File: config.mk
export PLATFORM = sky130hd
export DESIGN_NAME = bcd_rtc_counter
export DESIGN_NICKNAME = d
export VERILOG_FILES = /design/src/rtl/rtc_bcd_pkg.sv /design/src/rtl/rtc_prescaler.sv /design/src/rtl/rtc_time_chain.sv /design/src/rtl/rtc_date_chain.sv /design/src/rtl/bcd_rtc_counter.sv
export SDC_FILE = /design/constraint.sdc
export NUM_CORES = 1
export LEC_CHECK = 0
export BUFFER_PORTS_ARGS = -buffer_cell sky130_fd_sc_hd__buf_4
export CORE_MARGIN = 2
export CORE_UTILIZATION = 51
export CTS_CLUSTER_DIAMETER = 200
export DETAILED_ROUTE_END_ITERATION = 16
export PLACE_DENSITY = 0.72
export REMOVE_ABC_BUFFERS = 1
export SLEW_MARGIN = 30
export SYNTH_ARGS = -nofsm -noshare
export SYNTH_HDL_FRONTEND = slang
export SYNTH_HIERARCHICAL = 1
export SYNTH_SLANG_ARGS = --single-unit
export TNS_END_PERCENT = 5
File: constraint.sdc
create_clock -name clk -period 3.8 [get_ports clk]
set_input_delay 0.38 -clock clk [delete_from_list [all_inputs] [get_ports clk]]
set_output_delay 0.38 -clock clk [all_outputs]
set_load 0.02 [all_outputs]
File: src/rtl/rtc_bcd_pkg.sv
package rtc_bcd_pkg;

  typedef enum logic [2:0] {
    REG_SEC  = 3'd0,
    REG_MIN  = 3'd1,
    REG_HOUR = 3'd2,
    REG_WDAY = 3'd3,
    REG_MDAY = 3'd4,
    REG_MON  = 3'd5,
    REG_YEAR = 3'd6,
    REG_NONE = 3'd7
  } reg_sel_e;

  // Next value of a two-digit packed BCD number (no upper wrap)
  function automatic logic [7:0] bcd_next(input logic [7:0] v);
    if (v[3:0] == 4'h9) return {v[7:4] + 4'h1, 4'h0};
    else                return {v[7:4], v[3:0] + 4'h1};
  endfunction

  // Divisible by 4: even tens need ones 0/4/8, odd tens need ones 2/6
  function automatic logic leap_year(input logic [7:0] y);
    if (y[4]) return (y[3:0] == 4'h2) || (y[3:0] == 4'h6);
    else      return (y[3:0] == 4'h0) || (y[3:0] == 4'h4) || (y[3:0] == 4'h8);
  endfunction

  function automatic logic [7:0] month_last(input logic [7:0] mon, input logic [7:0] yr);
    case (mon)
      8'h02:                      return leap_year(yr) ? 8'h29 : 8'h28;
      8'h04, 8'h06, 8'h09, 8'h11: return 8'h30;
      default:                    return 8'h31;
    endcase
  endfunction

  // True when the next hour step is midnight
  function automatic logic hour_is_last(input logic [7:0] h);
    if (h[6]) return h[5] && (h[4:0] == 5'h11);
    else      return h[5:0] == 6'h23;
  endfunction

  function automatic logic [7:0] hour_advance(input logic [7:0] h);
    logic [7:0] n;
    if (h[6]) begin
      n = bcd_next({3'b000, h[4:0]});
      if (h[4:0] == 5'h11)      return {2'b01, ~h[5], 5'h12};
      else if (h[4:0] == 5'h12) return {2'b01, h[5], 5'h01};
      else                      return {2'b01, h[5], 5'h00} | (n & 8'h1F);
    end else begin
      n = bcd_next({2'b00, h[5:0]});
      if (h[5:0] == 6'h23) return 8'h00;
      else                 return n & 8'h3F;
    end
  endfunction

endpackage

File: src/rtl/rtc_prescaler.sv
module rtc_prescaler #(
  parameter int DIV_COUNT = 32768
) (
  input  logic clk,
  input  logic rst_n,
  input  logic osc_en,
  input  logic run,
  input  logic restart,
  output logic tick
);
  localparam int CW = (DIV_COUNT > 2) ? $clog2(DIV_COUNT) : 1;
  localparam logic [CW-1:0] LAST = CW'(DIV_COUNT - 1);

  logic [CW-1:0] cnt;

  assign tick = osc_en && run && !restart && (cnt == LAST);

  always_ff @(posedge clk) begin
    if (!rst_n)              cnt <= '0;
    else if (restart)        cnt <= '0;
    else if (osc_en && run)  cnt <= (cnt == LAST) ? '0 : cnt + 1'b1;
  end
endmodule

File: src/rtl/rtc_time_chain.sv
module rtc_time_chain
  import rtc_bcd_pkg::*;
(
  input  logic       clk,
  input  logic       rst_n,
  input  logic       tick,
  input  reg_sel_e   sel,
  input  logic [7:0] wr_data,
  output logic [7:0] sec_o,
  output logic [7:0] min_o,
  output logic [7:0] hour_o,
  output logic       run,
  output logic       day_carry
);
  logic [7:0] sec_r, min_r, hour_r;
  logic       sec_wrap, min_wrap;

  assign sec_wrap  = tick && (sec_r[6:0] == 7'h59);
  assign min_wrap  = sec_wrap && (min_r == 8'h59);
  assign day_carry = min_wrap && hour_is_last(hour_r);
  assign run       = !sec_r[7];

  always_ff @(posedge clk) begin
    if (!rst_n) begin
      sec_r  <= 8'h00;
      min_r  <= 8'h00;
      hour_r <= 8'h00;
    end else begin
      if (sel == REG_SEC)       sec_r <= wr_data;
      else if (sec_wrap)        sec_r <= {sec_r[7], 7'h00};
      else if (tick)            sec_r <= {sec_r[7], 7'h00} | (bcd_next(sec_r & 8'h7F) & 8'h7F);

      if (sel == REG_MIN)       min_r <= wr_data & 8'h7F;
      else if (min_wrap)        min_r <= 8'h00;
      else if (sec_wrap)        min_r <= bcd_next(min_r);

      if (sel == REG_HOUR)      hour_r <= wr_data & 8'h7F;
      else if (min_wrap)        hour_r <= hour_advance(hour_r);
    end
  end

  assign sec_o  = sec_r;
  assign min_o  = min_r;
  assign hour_o = hour_r;
endmodule

File: src/rtl/rtc_date_chain.sv
module rtc_date_chain
  import rtc_bcd_pkg::*;
(
  input  logic       clk,
  input  logic       rst_n,
  input  logic       day_carry,
  input  reg_sel_e   sel,
  input  logic [7:0] wr_data,
  output logic [7:0] wday_o,
  output logic [7:0] mday_o,
  output logic [7:0] mon_o,
  output logic [7:0] year_o,
  output logic       month_end,
  output logic       year_end
);
  logic [7:0] wday_r, mday_r, mon_r, year_r;

  assign month_end = day_carry && (mday_r == month_last(mon_r, year_r));
  assign year_end  = month_end && (mon_r == 8'h12);

  always_ff @(posedge clk) begin
    if (!rst_n) begin
      wday_r <= 8'h01;
      mday_r <= 8'h01;
      mon_r  <= 8'h01;
      year_r <= 8'h00;
    end else begin
      if (sel == REG_WDAY)   wday_r <= wr_data & 8'h07;
      else if (day_carry)    wday_r <= (wday_r == 8'h07) ? 8'h01 : wday_r + 8'h01;

      if (sel == REG_MDAY)   mday_r <= wr_data & 8'h3F;
      else if (month_end)    mday_r <= 8'h01;
      else if (day_carry)    mday_r <= bcd_next(mday_r);

      if (sel == REG_MON)    mon_r <= wr_data & 8'h1F;
      else if (year_end)     mon_r <= 8'h01;
      else if (month_end)    mon_r <= bcd_next(mon_r);

      if (sel == REG_YEAR)   year_r <= wr_data;
      else if (year_end)     year_r <= (year_r == 8'h99) ? 8'h00 : bcd_next(year_r);
    end
  end

  assign wday_o = wday_r;
  assign mday_o = mday_r;
  assign mon_o  = mon_r;
  assign year_o = year_r;
endmodule

File: src/rtl/bcd_rtc_counter.sv
module bcd_rtc_counter
  import rtc_bcd_pkg::*;
#(
  parameter int DIV_COUNT = 32768
) (
  input  logic       clk,
  input  logic       rst_n,
  input  logic       osc_en,
  input  logic       wr_en,
  input  logic [2:0] wr_addr,
  input  logic [7:0] wr_data,
  output logic [7:0] sec_o,
  output logic [7:0] min_o,
  output logic [7:0] hour_o,
  output logic [7:0] wday_o,
  output logic [7:0] mday_o,
  output logic [7:0] mon_o,
  output logic [7:0] year_o,
  output logic       tick_o
);
  reg_sel_e sel;
  logic     tick, run, restart;
  logic     day_carry, month_end, year_end;

  assign sel     = wr_en ? reg_sel_e'(wr_addr) : REG_NONE;
  assign restart = (sel == REG_SEC);
  assign tick_o  = tick;

  rtc_prescaler #(.DIV_COUNT(DIV_COUNT)) u_div (
    .clk(clk), .rst_n(rst_n), .osc_en(osc_en), .run(run),
    .restart(restart), .tick(tick)
  );

  rtc_time_chain u_time (
    .clk(clk), .rst_n(rst_n), .tick(tick), .sel(sel), .wr_data(wr_data),
    .sec_o(sec_o), .min_o(min_o), .hour_o(hour_o), .run(run),
    .day_carry(day_carry)
  );

  rtc_date_chain u_date (
    .clk(clk), .rst_n(rst_n), .day_carry(day_carry), .sel(sel),
    .wr_data(wr_data), .wday_o(wday_o), .mday_o(mday_o), .mon_o(mon_o),
    .year_o(year_o), .month_end(month_end), .year_end(year_end)
  );
endmodule

## After elaboration in Yosys (flattened, before gate mapping)

Index checks and enable logic that the tools add are counted.

- Word-level logic and storage cells: 164
- Output and inout port bits: 57
- Bits in registers: 71

- Bitwise gates (word level): 4
- Equal/unequal tests: 33
- Reduce and logical (&&, ||, !) cells: 46
- Muxes and demuxes: 46
- Add/sub/neg operators: 15

Operators by type and width:

| cell | number |
|---|---|
| 8-bit 2-to-1 mux | 11 |
| 7-bit 2-to-1 mux | 11 |
| 5-bit 2-to-1 mux | 9 |
| 4-bit by 1-bit adder with 4-bit output (second input constant) | 10 |
| 6-bit 2-to-1 mux | 6 |
| 4-bit == test (second input constant) | 7 |
| 8-bit by 3-bit == test with 1-bit output (second input constant) | 3 |
| 3-bit nonzero test | 8 |
| 2-bit AND reduction | 9 |
| 8-bit by 5-bit == test with 1-bit output (second input constant) | 2 |
| 8-bit case mux with 2 select lines | 1 |
| 15-bit by 1-bit adder with 15-bit output (second input constant) | 1 |
| 15-bit == test (second input constant) | 1 |
| 15-bit 2-to-1 mux | 1 |
| 5-bit == test (second input constant) | 2 |
| 3-bit == test (second input constant) | 3 |
| 1-bit logical AND | 9 |
| 3-bit 2-to-1 mux | 3 |
| 3-bit OR reduction | 3 |
| 8-bit by 1-bit adder with 8-bit output (second input constant) | 1 |
| 4-bit by 3-bit == test with 1-bit output (second input constant) | 2 |
| 8-bit by 2-bit == test with 1-bit output (second input constant) | 1 |
| 8-bit by 4-bit == test with 1-bit output (second input constant) | 1 |
| 8-bit by 7-bit == test with 1-bit output (second input constant) | 1 |
| 25 further kinds | 38 |

## Longest topological paths before layout

Gate-level depths: netlist of the first run.

- Word-level depth: 16
- Mapped depth: 17
- Gate-level depth less buffers: 13

## Hierarchy

The synthesis of the first run kept the hierarchy.

Modules (own cells, without submodules):

| module | seq. area each (µm²) | cells an instance | times used | area an instance (µm²) |
|---|---|---|---|---|
| rtc_date_chain | 640.6 | 270 | 1 | 2200.9 |
| rtc_time_chain | 460.4 | 198 | 1 | 1549.0 |
| rtc_prescaler | 300.3 | 87 | 1 | 749.5 |
| bcd_rtc_counter | 0.0 | 4 | 1 | 33.8 |

## Least setup slack after synthesis of the first run

No wires, ideal clock.

- Path type: register -> register
- From: register u_div.cnt[0]
- To: register u_date.year_r[1], in the netlist u_date/year_o[1]
- Required time: 3.705 ns
- Setup slack: -0.769 ns
- Buffers on the path: 4
- Arrival: 4.474 ns
- Clock period less this slack: 4.569 ns
- Cell stages (with the launch flop): 18
- Cell sequence: dfxtp_1 > ha_1 > nand4_2 > or2_1 > buf_6 > nor4_1 > and4b_4 > and4_4 > buf_6 > a21boi_0 > buf_6 > and3_2 > nand2_1 > a21oi_2 > o21ba_2 > buf_4 > a21oi_1 > a221oi_1

- Cells in the longest elaborated chain, start to end: 8

Ends and longest elaborated chain:

| element | line | source |
|---|---|---|
| from (decl) | rtc_prescaler.sv:14 | `logic [CW-1:0] cnt;` |
| from (signal assigned) | rtc_prescaler.sv:21 | `else if (osc_en && run) cnt <= (cnt == LAST) ? '0 : cnt + 1'b1;` |
| 15-bit == test | rtc_prescaler.sv:16 | `assign tick = osc_en && run && !restart && (cnt == LAST);` |
| 1-bit logical AND | rtc_prescaler.sv:16 |  |
| via tick_o | bcd_rtc_counter.sv:19 | `output logic tick_o` |
| 1-bit logical AND | rtc_time_chain.sv:18 | `assign sec_wrap = tick && (sec_r[6:0] == 7'h59);` |
| 1-bit logical AND | rtc_time_chain.sv:19 | `assign min_wrap = sec_wrap && (min_r == 8'h59);` |
| 1-bit logical AND | rtc_time_chain.sv:20 | `assign day_carry = min_wrap && hour_is_last(hour_r);` |
| via day_carry | bcd_rtc_counter.sv:23 | `logic day_carry, month_end, year_end;` |
| 1-bit logical AND | rtc_date_chain.sv:18 | `assign month_end = day_carry && (mday_r == month_last(mon_r, year_r));` |
| 1-bit logical AND | rtc_date_chain.sv:19 | `assign year_end = month_end && (mon_r == 8'h12);` |
| via year_end | bcd_rtc_counter.sv:23 |  |
| 2-bit nonzero test (no line) | -- |  |
| to (signal assigned) | rtc_date_chain.sv:39 | `if (sel == REG_YEAR) year_r <= wr_data;` |
| to (signal assigned) | rtc_date_chain.sv:40 | `else if (year_end) year_r <= (year_r == 8'h99) ? 8'h00 : bcd_next(year_r);` |
| to (decl) | rtc_date_chain.sv:16 | `logic [7:0] wday_r, mday_r, mon_r, year_r;` |

The timed path passes the listed nets, and every way through them passes these cells.
A chain may end at the register's enable or synchronous reset.

## Worst setup path after layout of the first run

- From: register u_div.cnt[0]
- To: register u_date.mon_r[2], in the netlist u_date/mon_o[2]

- Cells in the longest elaborated chain, start to end: 9

Ends and longest elaborated chain:

| element | line | source |
|---|---|---|
| 15-bit == test * | rtc_prescaler.sv:16 |  |
| 1-bit logical AND * | rtc_prescaler.sv:16 |  |
| 1-bit logical AND * | rtc_time_chain.sv:18 |  |
| 1-bit logical AND * | rtc_time_chain.sv:19 |  |
| 1-bit logical AND * | rtc_time_chain.sv:20 |  |
| via day_carry | bcd_rtc_counter.sv:23 |  |
| 1-bit logical AND * | rtc_date_chain.sv:18 |  |
| 1-bit logical AND | rtc_date_chain.sv:19 |  |
| 5-bit 2-to-1 mux | rtc_date_chain.sv:36 | `else if (year_end) mon_r <= 8'h01;` |
| 5-bit 2-to-1 mux | rtc_date_chain.sv:35 | `if (sel == REG_MON) mon_r <= wr_data & 8'h1F;` |
| to (signal assigned) | rtc_date_chain.sv:35 |  |
| to (signal assigned) | rtc_date_chain.sv:37 | `else if (month_end) mon_r <= bcd_next(mon_r);` |
| to (decl) | rtc_date_chain.sv:16 |  |

The timed path passes the listed nets; every way through them passes the cells marked *.

==> results.yml, run 1 <==
cts:
  max-clock-path-buffers: 2
  cts_root_buf: "clkbuf_8"
  clkTransAtPathRegs_ns: 0.08
  post_cts_buffers: 0
  cts_hold_buffers: 0
  cts_made_buffers: 9
  cts_tree: "built"
  clkSinkCount: 70
  htree_levels: 3
  clock_latency_ns: 0.35
route:
  drc_errors: 0
  num_vias: 4343
  drt-initial-drc-count: 321
  ant_nets: 0
  vias_per_cell: 5.957
  avgRoutedWirePerCell_um: 16.09
  firstDrtPassIters: 6
  routed_wl_um: 11730
setup_path:
  crit_arrival_ns: 3.77
  critPathCaptureType: "register"
  worstPathCellList: "ha_1 -> nand4_2 -> or2_1 -> nor4_4 -> and4b_4 -> and4_4 -> a21boi_1 -> and3_2 -> nand2_1 -> a21oi_4 -> o21a_4 -> nand4_1 -> a311oi_1"
  slowest_stage: "dfxtp_1"
  cp.required_ns: 4.05
  start_kind: "register"
  max_stage_delay_ns: 0.41
  crit_fanout: 8
  critical_path_class: "register to register"
power:
  peakVddDrop_mv: 0.2725
  leakage_uw: 0.001985
  finalPower_uw: 1820
  p_clk_frac: 0.446
  p_sw_frac: 0.2497
  powerDensity_nw_per_um2: 342.5
  switching_power_uw: 454.4
  pwr-share-seq: 0.437
  pwr-share-comb: 0.117
  p_int_uw: 1366
place:
  dp_hpwl_um: 8219
  placedCellCount: 713
  placed_area_um2: 5016
  io_buffers: 70
  gp_congestion: 0.8858
timing:
  rsz0062_at_grt: "no"
  finalHoldViolCount: 0
  clock.fmax_ghz: 0.2843
  min_period_ns: 3.517
  setup_viol: 0
  slew_viol_final: 0
  skew_ns: 0.01210
  max_slew_margin: 0.5260
  worst_pin_slew_ns: 0.7062
  timing.final.crit_share: 0.9256
die:
  fp.dieW_um: 98.12
  core_area_um2: 8636
  fp-row-count: 34
  initial_core_util: 0.5232
  boundaryPins: 72
  die_h_um: 98.12
  dieArea_um2: 9628
synth:
  yosys_warnings: 6
  syn_avg_cell_area_um2: 8.111
  synth_area_um2: 4518
  syn-instance-count: 557
finish:
  fill_cells: 796
  design_area_um2: 5315
  layout-drive-gt1-share: 0.2061
  fin_nets: 650
  final_cell_mix: "buf_4, dfxtp_1, nor2_1"
  final_cells: 729
  antenna_cells: 0
  final_common_cell: "buf_4"
  area_delta_synth_final_pct: 17.64
global_routing:
  grt_pass1_vias: 4079
  antenna_found_initial: 0
  grt-ovfl-total: 0
  grt_max_degree: 35
  grt_pass1_wl_um: 19040
  track_usage: 0.2400
outcome:
  outcome: "complete, no violations"
job:
  drv_cap: 0
min_path:
  min_path_type: "input pin to register"
==> critical path, delay by kind of cell (launching register included) <==
kind / cells / cell delay (ns)
AND/OR/NAND/NOR: 8 / 1.77
AO/OA/AOI/OAI: 4 / 0.99
flip-flops: 1 / 0.41
adder cells (fa/ha/maj): 1 / 0.23
==> area by class of cell <==
| class | count | area [um2] | area share |
|---|---|---|---|
| clock buffers | 11 | 141.4 | 0.02660 |
| well taps | 108 | 135.1 | 0.02542 |
| inverters | 20 | 75.07 | 0.01412 |
| repair buffers | 74 | 555.5 | 0.1045 |
| multi-input cells | 441 | 2878 | 0.5414 |
| flip-flops and latches | 70 | 1401 | 0.2637 |
| clock inverters | 5 | 128.9 | 0.02425 |
==> layer usage <==
metal / vias to the layer above / global-route usage / share of wire
met4: 0 / 0.08226 / 0.018
li1: 2137 / - / -
met1: 2051 / 0.2951 / 0.43
met3: 23 / 0.04223 / 0.062
met5: - / 0 / 0
met2: 132 / 0.4226 / 0.49
==> registers in the layout (all words and copies together), names as in the netlist <==
register / cells
u_time/sec_o: 8
u_div/cnt: 15
u_date/wday_o: 8
u_date/year_o: 8
u_time/min_o: 8
u_date/mday_o: 8
u_date/mon_o: 8
u_time/hour_o: 7
==> power groups by stage <==
stage / sequential, uW / clock [uW] / combinational, uW
floorplan: 825 / 0 / 103
global placement: 810 / 0 / 205
global route: 800 / 853 / 232
detailed placement: 811 / 0 / 210
CTS: 795 / 830 / 211
finish: 795 / 813 / 213
==> metrics by stage <==
stage,setup TNS (ns),setup slack (ns),utilization,hold WS (ns)
3_3_place_gp,0,0.3133,0.5808,0.4972
4_1_cts,0,0.1146,0.6121,0.2668
5_1_grt,0,0.01807,0.6155,0.2728
6_report,0,0.2826,0.6155,0.2792
2_1_floorplan,-40.42,-1.516,-,0.4419
3_5_place_dp,0,0.1700,0.5808,0.5106
==> path summary, 6_finish.rpt <==
| kind | from | endpoint | slack [ns] | cells after the start |
|---|---|---|---|---|
| worst max-delay path | u_div/cnt[0] | u_date/mon_o[2] | 0.28 | 13 |
| worst min-delay path | wr_data[7] | u_time/sec_o[7] | 0.28 | 3 |
| worst max register to register | u_div/cnt[0] | u_date/mon_o[2] | 0.28 | 13 |
| worst min register to register | u_time/min_o[3] | u_time/min_o[3] | 0.53 | 2 |
==> repair_timing <==
action	4_1_cts	5_1_grt
setup endpoints to repair	0	23
gates resized for setup	0	5
endpoints found under the hold margin	0	0
(Power assumes the default switching activity.)
==> run 2, diff against run 1 <==
CORE_ASPECT_RATIO = 0.9   (was default)
==> results.yml, run 2 (synthesized netlist as in run 1, its figures left out) <==
setup_path:
  start_kind: "register"
  worstPathCellList: "ha_1 -> nand4_2 -> or2_1 -> nor4_2 -> and4b_4 -> and4_4 -> a21boi_1 -> and3_2 -> and4b_1 -> o21ba_2 -> a21oi_1 -> a221oi_1"
  crit_fanout: 8
  rr_worst_depth: 12
  critPathCaptureType: "register"
  reg2reg_slack_ns: 0.32
  critical_path_class: "register to register"
  crit_arrival_ns: 3.73
  r2r-start: "u_div/cnt[0]"
  cp.required_ns: 4.05
  r2r-end: "u_date/year_o[1]"
  max_stage_delay_ns: 0.40
  slowest_stage: "dfxtp_1"
global_routing:
  track_usage: 0.2500
  antenna_found_initial: 0
  grt_max_degree: 35
  grt_pass1_vias: 3978
  grt_pass1_wl_um: 19130
  grt-ovfl-total: 0
finish:
  antenna_cells: 0
  fin_nets: 650
  largest_register_ffs: 15
  layout-drive-gt1-share: 0.2045
  final_cell_mix: "buf_4, dfxtp_1, nor2_1"
  largest-register: "u_div/cnt"
  final_common_cell: "buf_4"
  area_delta_synth_final_pct: 16.17
  fin_util: 0.6097
route:
  avgRoutedWirePerCell_um: 15.72
  ant_nets: 0
  num_vias: 4334
  drt-initial-drc-count: 287
  firstDrtPassIters: 6
  drc_errors: 0
  vias_per_cell: 5.857
  routed_wl_um: 11630
die:
  initial_core_util: 0.5249
  core_area_um2: 8608
  die_h_um: 93.29
  dieArea_um2: 9629
  fp-row-count: 32
  fp.dieW_um: 103.2
  boundaryPins: 72
timing:
  rsz0062_at_grt: "no"
  max_slew_margin: 0.5459
  fin_ws_ns: 0.3249
  skew_ns: 0.01251
  setup_viol: 0
  whs_ns: 0.2807
  min_period_ns: 3.475
  slew_viol_final: 0
  timing.final.crit_share: 0.9145
  finalHoldViolCount: 0
  clock.fmax_ghz: 0.2878
  worst_pin_slew_ns: 0.6766
min_path:
  hp-start: "wr_data[7]"
  hold_path_depth: 3
  holdPathEnd: "u_time/sec_o[7]"
  min_path_type: "input pin to register"
cts:
  max-clock-path-buffers: 2
  cts_tree: "built"
  htree_levels: 3
  cts_root_buf: "clkbuf_8"
  clock_latency_ns: 0.35
  clkTransAtPathRegs_ns: 0.08
  cts_made_buffers: 9
  post_cts_buffers: 0
  clkSinkCount: 70
power:
  powerDensity_nw_per_um2: 308.2
  leakage_uw: 0.001948
  finalPower_uw: 1618
  peakVddDrop_mv: 0.1709
place:
  gp_congestion: 0.8565
  dpl_worst_slack_ns: 0.2482
  dp_hpwl_um: 8278
  io_buffers: 70
job:
  drv_cap: 0
outcome:
  outcome: "complete, no violations"
-- run 2: area by class of cell --
cell class	count	area (um2)
tap	119	148.9
clock buffer	10	127.6
clock inverter	6	72.57
fill	817	3359
timing repair buffer	74	555.5
inverter	20	75.07
multi-input combinational	441	2868
sequential	70	1401
-- run 2: worst max path at each step --
stage                  from                to
2_1_floorplan  u_div/cnt[0]  u_date/year_o[1]
3_3_place_gp   u_div/cnt[0]  u_date/year_o[1]
3_5_place_dp   u_div/cnt[0]  u_date/year_o[1]
4_1_cts        u_div/cnt[0]  u_date/year_o[0]
5_1_grt        u_div/cnt[0]  u_date/year_o[1]
6_report       u_div/cnt[0]  u_date/year_o[1]
-- run 2: power by group --
| part | switching (uW) | internal, uW | total (uW) |
|---|---|---|---|
| combinational | 126 | 87.6 | 214 |
| sequential | 40.1 | 755 | 795 |
| clock | 302 | 308 | 609 |
-- run 2: timing repair --
action / CTS / global route
setup endpoints to repair: 0 / 10
gates resized for setup: 0 / 3
hold buffers: 0 / 0
-- run 2: worst max-delay path: cells and delay by family (launching register included) --
family	cells	cell delay, ns
AND/OR/NAND/NOR	7	1.93
adder cells (fa/ha/maj)	1	0.22
AO/OA/AOI/OAI	4	0.81
flip-flops	1	0.40
-- run 2: per-stage QoR --
step	cell area [um2]	setup TNS, ns	instances
floorplan	4325	-40.42	531
global placement	5030	0	724
detailed placement	5030	0	724
CTS	5230	0	740
global route	5249	0	740
finish	5249	0	740
-- run 2: metal layers --
| metal | wire length, um | up-vias | share of wire | track usage |
|---|---|---|---|---|
| met1 | 5418 | 2054 | 0.47 | 0.3383 |
| met5 | 0 | - | 0 | 0 |
| met4 | 163 | 0 | 0.014 | 0.08333 |
| li1 | - | 2139 | - | - |
| met3 | 628 | 14 | 0.054 | 0.03587 |
| met2 | 5421 | 127 | 0.47 | 0.4075 |
==> run 3, diff against run 2 <==
ABC_AREA = 1   (was default)
==> results.yml, run 3 <==
route:
  drc_errors: 0
  firstDrtPassIters: 5
  vias_per_cell: 5.198
  routed_wl_um: 12030
  avgRoutedWirePerCell_um: 12.88
  ant_nets: 0
  drt-initial-drc-count: 300
  num_vias: 4855
global_routing:
  grt_pass1_vias: 4395
  grt-ovfl-total: 0
  grt_pass1_wl_um: 20150
  grt_max_degree: 24
  antenna_found_initial: 0
  track_usage: 0.2460
synth:
  yosys_warnings: 6
  synth_area_um2: 4733
  syn-instance-count: 733
  syn_avg_cell_area_um2: 6.457
cts:
  htree_levels: 3
  cts_tree: "built"
  cts_hold_buffers: 0
  cts_made_buffers: 9
  cts_resized: 0
  max-clock-path-buffers: 2
  clkTransAtPathRegs_ns: 0.08
  cts_root_buf: "clkbuf_8"
  clkSinkCount: 70
  post_cts_buffers: 0
  clock_latency_ns: 0.34
finish:
  design_area_um2: 5583
  area_delta_synth_final_pct: 17.95
  largest_register_ffs: 15
  final_common_cell: "nand2_1"
  fin_nets: 841
  fin_util: 0.6146
  antenna_cells: 0
  final_cell_mix: "nand2_1, inv_1, nor2_1"
  largest-register: "u_div/cnt"
  layout-drive-gt1-share: 0.1712
timing:
  slew_viol_final: 0
  setup_viol: 0
  max_slew_margin: 0.5871
  min_period_ns: 3.340
  fin_ws_ns: 0.4602
  rsz0062_at_grt: "no"
  worst_pin_slew_ns: 0.6146
  setup_tns_ns: 0
  timing.final.crit_share: 0.8789
  finalHoldViolCount: 0
  clock.fmax_ghz: 0.2994
  skew_ns: 0.01106
setup_path:
  cp_common_cell: "nor2_1"
  crit_arrival_ns: 3.57
  cp.required_ns: 4.03
  crit_fanout: 7
  start_kind: "register"
  worstPathCellList: "ha_1 -> nand3_2 -> nor2_4 -> nand4_1 -> nor2_1 -> nand3_2 -> nor2_8 -> nand3b_1 -> nor2_1 -> inv_1 -> nor4_1 -> nand2_1 -> nor2_1 -> xor2_1 -> nor2_1"
  max_stage_delay_ns: 0.47
  critPathCaptureType: "register"
  critical_path_class: "register to register"
  slowest_stage: "nor4_1"
place:
  dpl_worst_slack_ns: 0.5059
  placed_area_um2: 5369
  gp_congestion: 0.9105
  io_buffers: 70
  dp_hpwl_um: 9181
job:
  drv_cap: 0
die:
  fp.dieW_um: 105.6
  boundaryPins: 72
  initial_core_util: 0.5211
  dieArea_um2: 10070
  fp-row-count: 33
  core_area_um2: 9084
  die_h_um: 95.40
min_path:
  min_path_type: "input pin to register"
power:
  leakage_uw: 0.002564
  peakVddDrop_mv: 0.1816
  finalPower_uw: 1584
  powerDensity_nw_per_um2: 283.7
outcome:
  outcome: "complete, no violations"
[run 3: layout make-up]
class	instances	area (um2)
clock buffer	10	127.6
clock inverter	6	86.33
fill	871	3501
inverter	116	435.4
multi-input combinational	540	2854
sequential	70	1401
tap	122	152.6
timing repair buffer	70	525.5
[run 3: worst max-delay path: cells and delay by family (launching register included)]
family                     cells  cell delay [ns]
and+or+nand+nor               12             2.33
DFF                            1             0.36
adders and majority gates      1             0.20
buffers and inverters          1             0.19
xor gates and xnor gates       1             0.16
[run 3: worst paths after layout]
path | from | endpoint | slack, ns | cells after the start
worst min-delay path | wr_data[6] | u_time/hour_o[6] | 0.33 | 3
worst max-delay path | u_div/cnt[0] | u_date/wday_o[6] | 0.46 | 15
worst min register to register | u_div/cnt[6] | u_div/cnt[6] | 0.46 | 2
worst max register to register | u_div/cnt[0] | u_date/wday_o[6] | 0.46 | 15
[run 3: layer usage]
layer,GRT usage,routed length [um],vias up
met3,0.04375,633,10
met2,0.4161,5519,127
met4,0.07018,106,0
met1,0.3247,5771,2225
li1,-,-,2493
met5,0,0,-
[run 3: per-stage QoR]
step	instances	hold WS (ns)
after global placement	918	0.4523
after floorplan	726	0.4366
after detailed placement	918	0.4492
after global routing	934	0.3117
after CTS	934	0.3071
final	934	0.3308
[run 3: where the power goes]
part / switching [uW] / internal, uW / total [uW]
clock network: 292 / 369 / 661
registers: 16.3 / 744 / 760
logic: 108 / 54.6 / 162
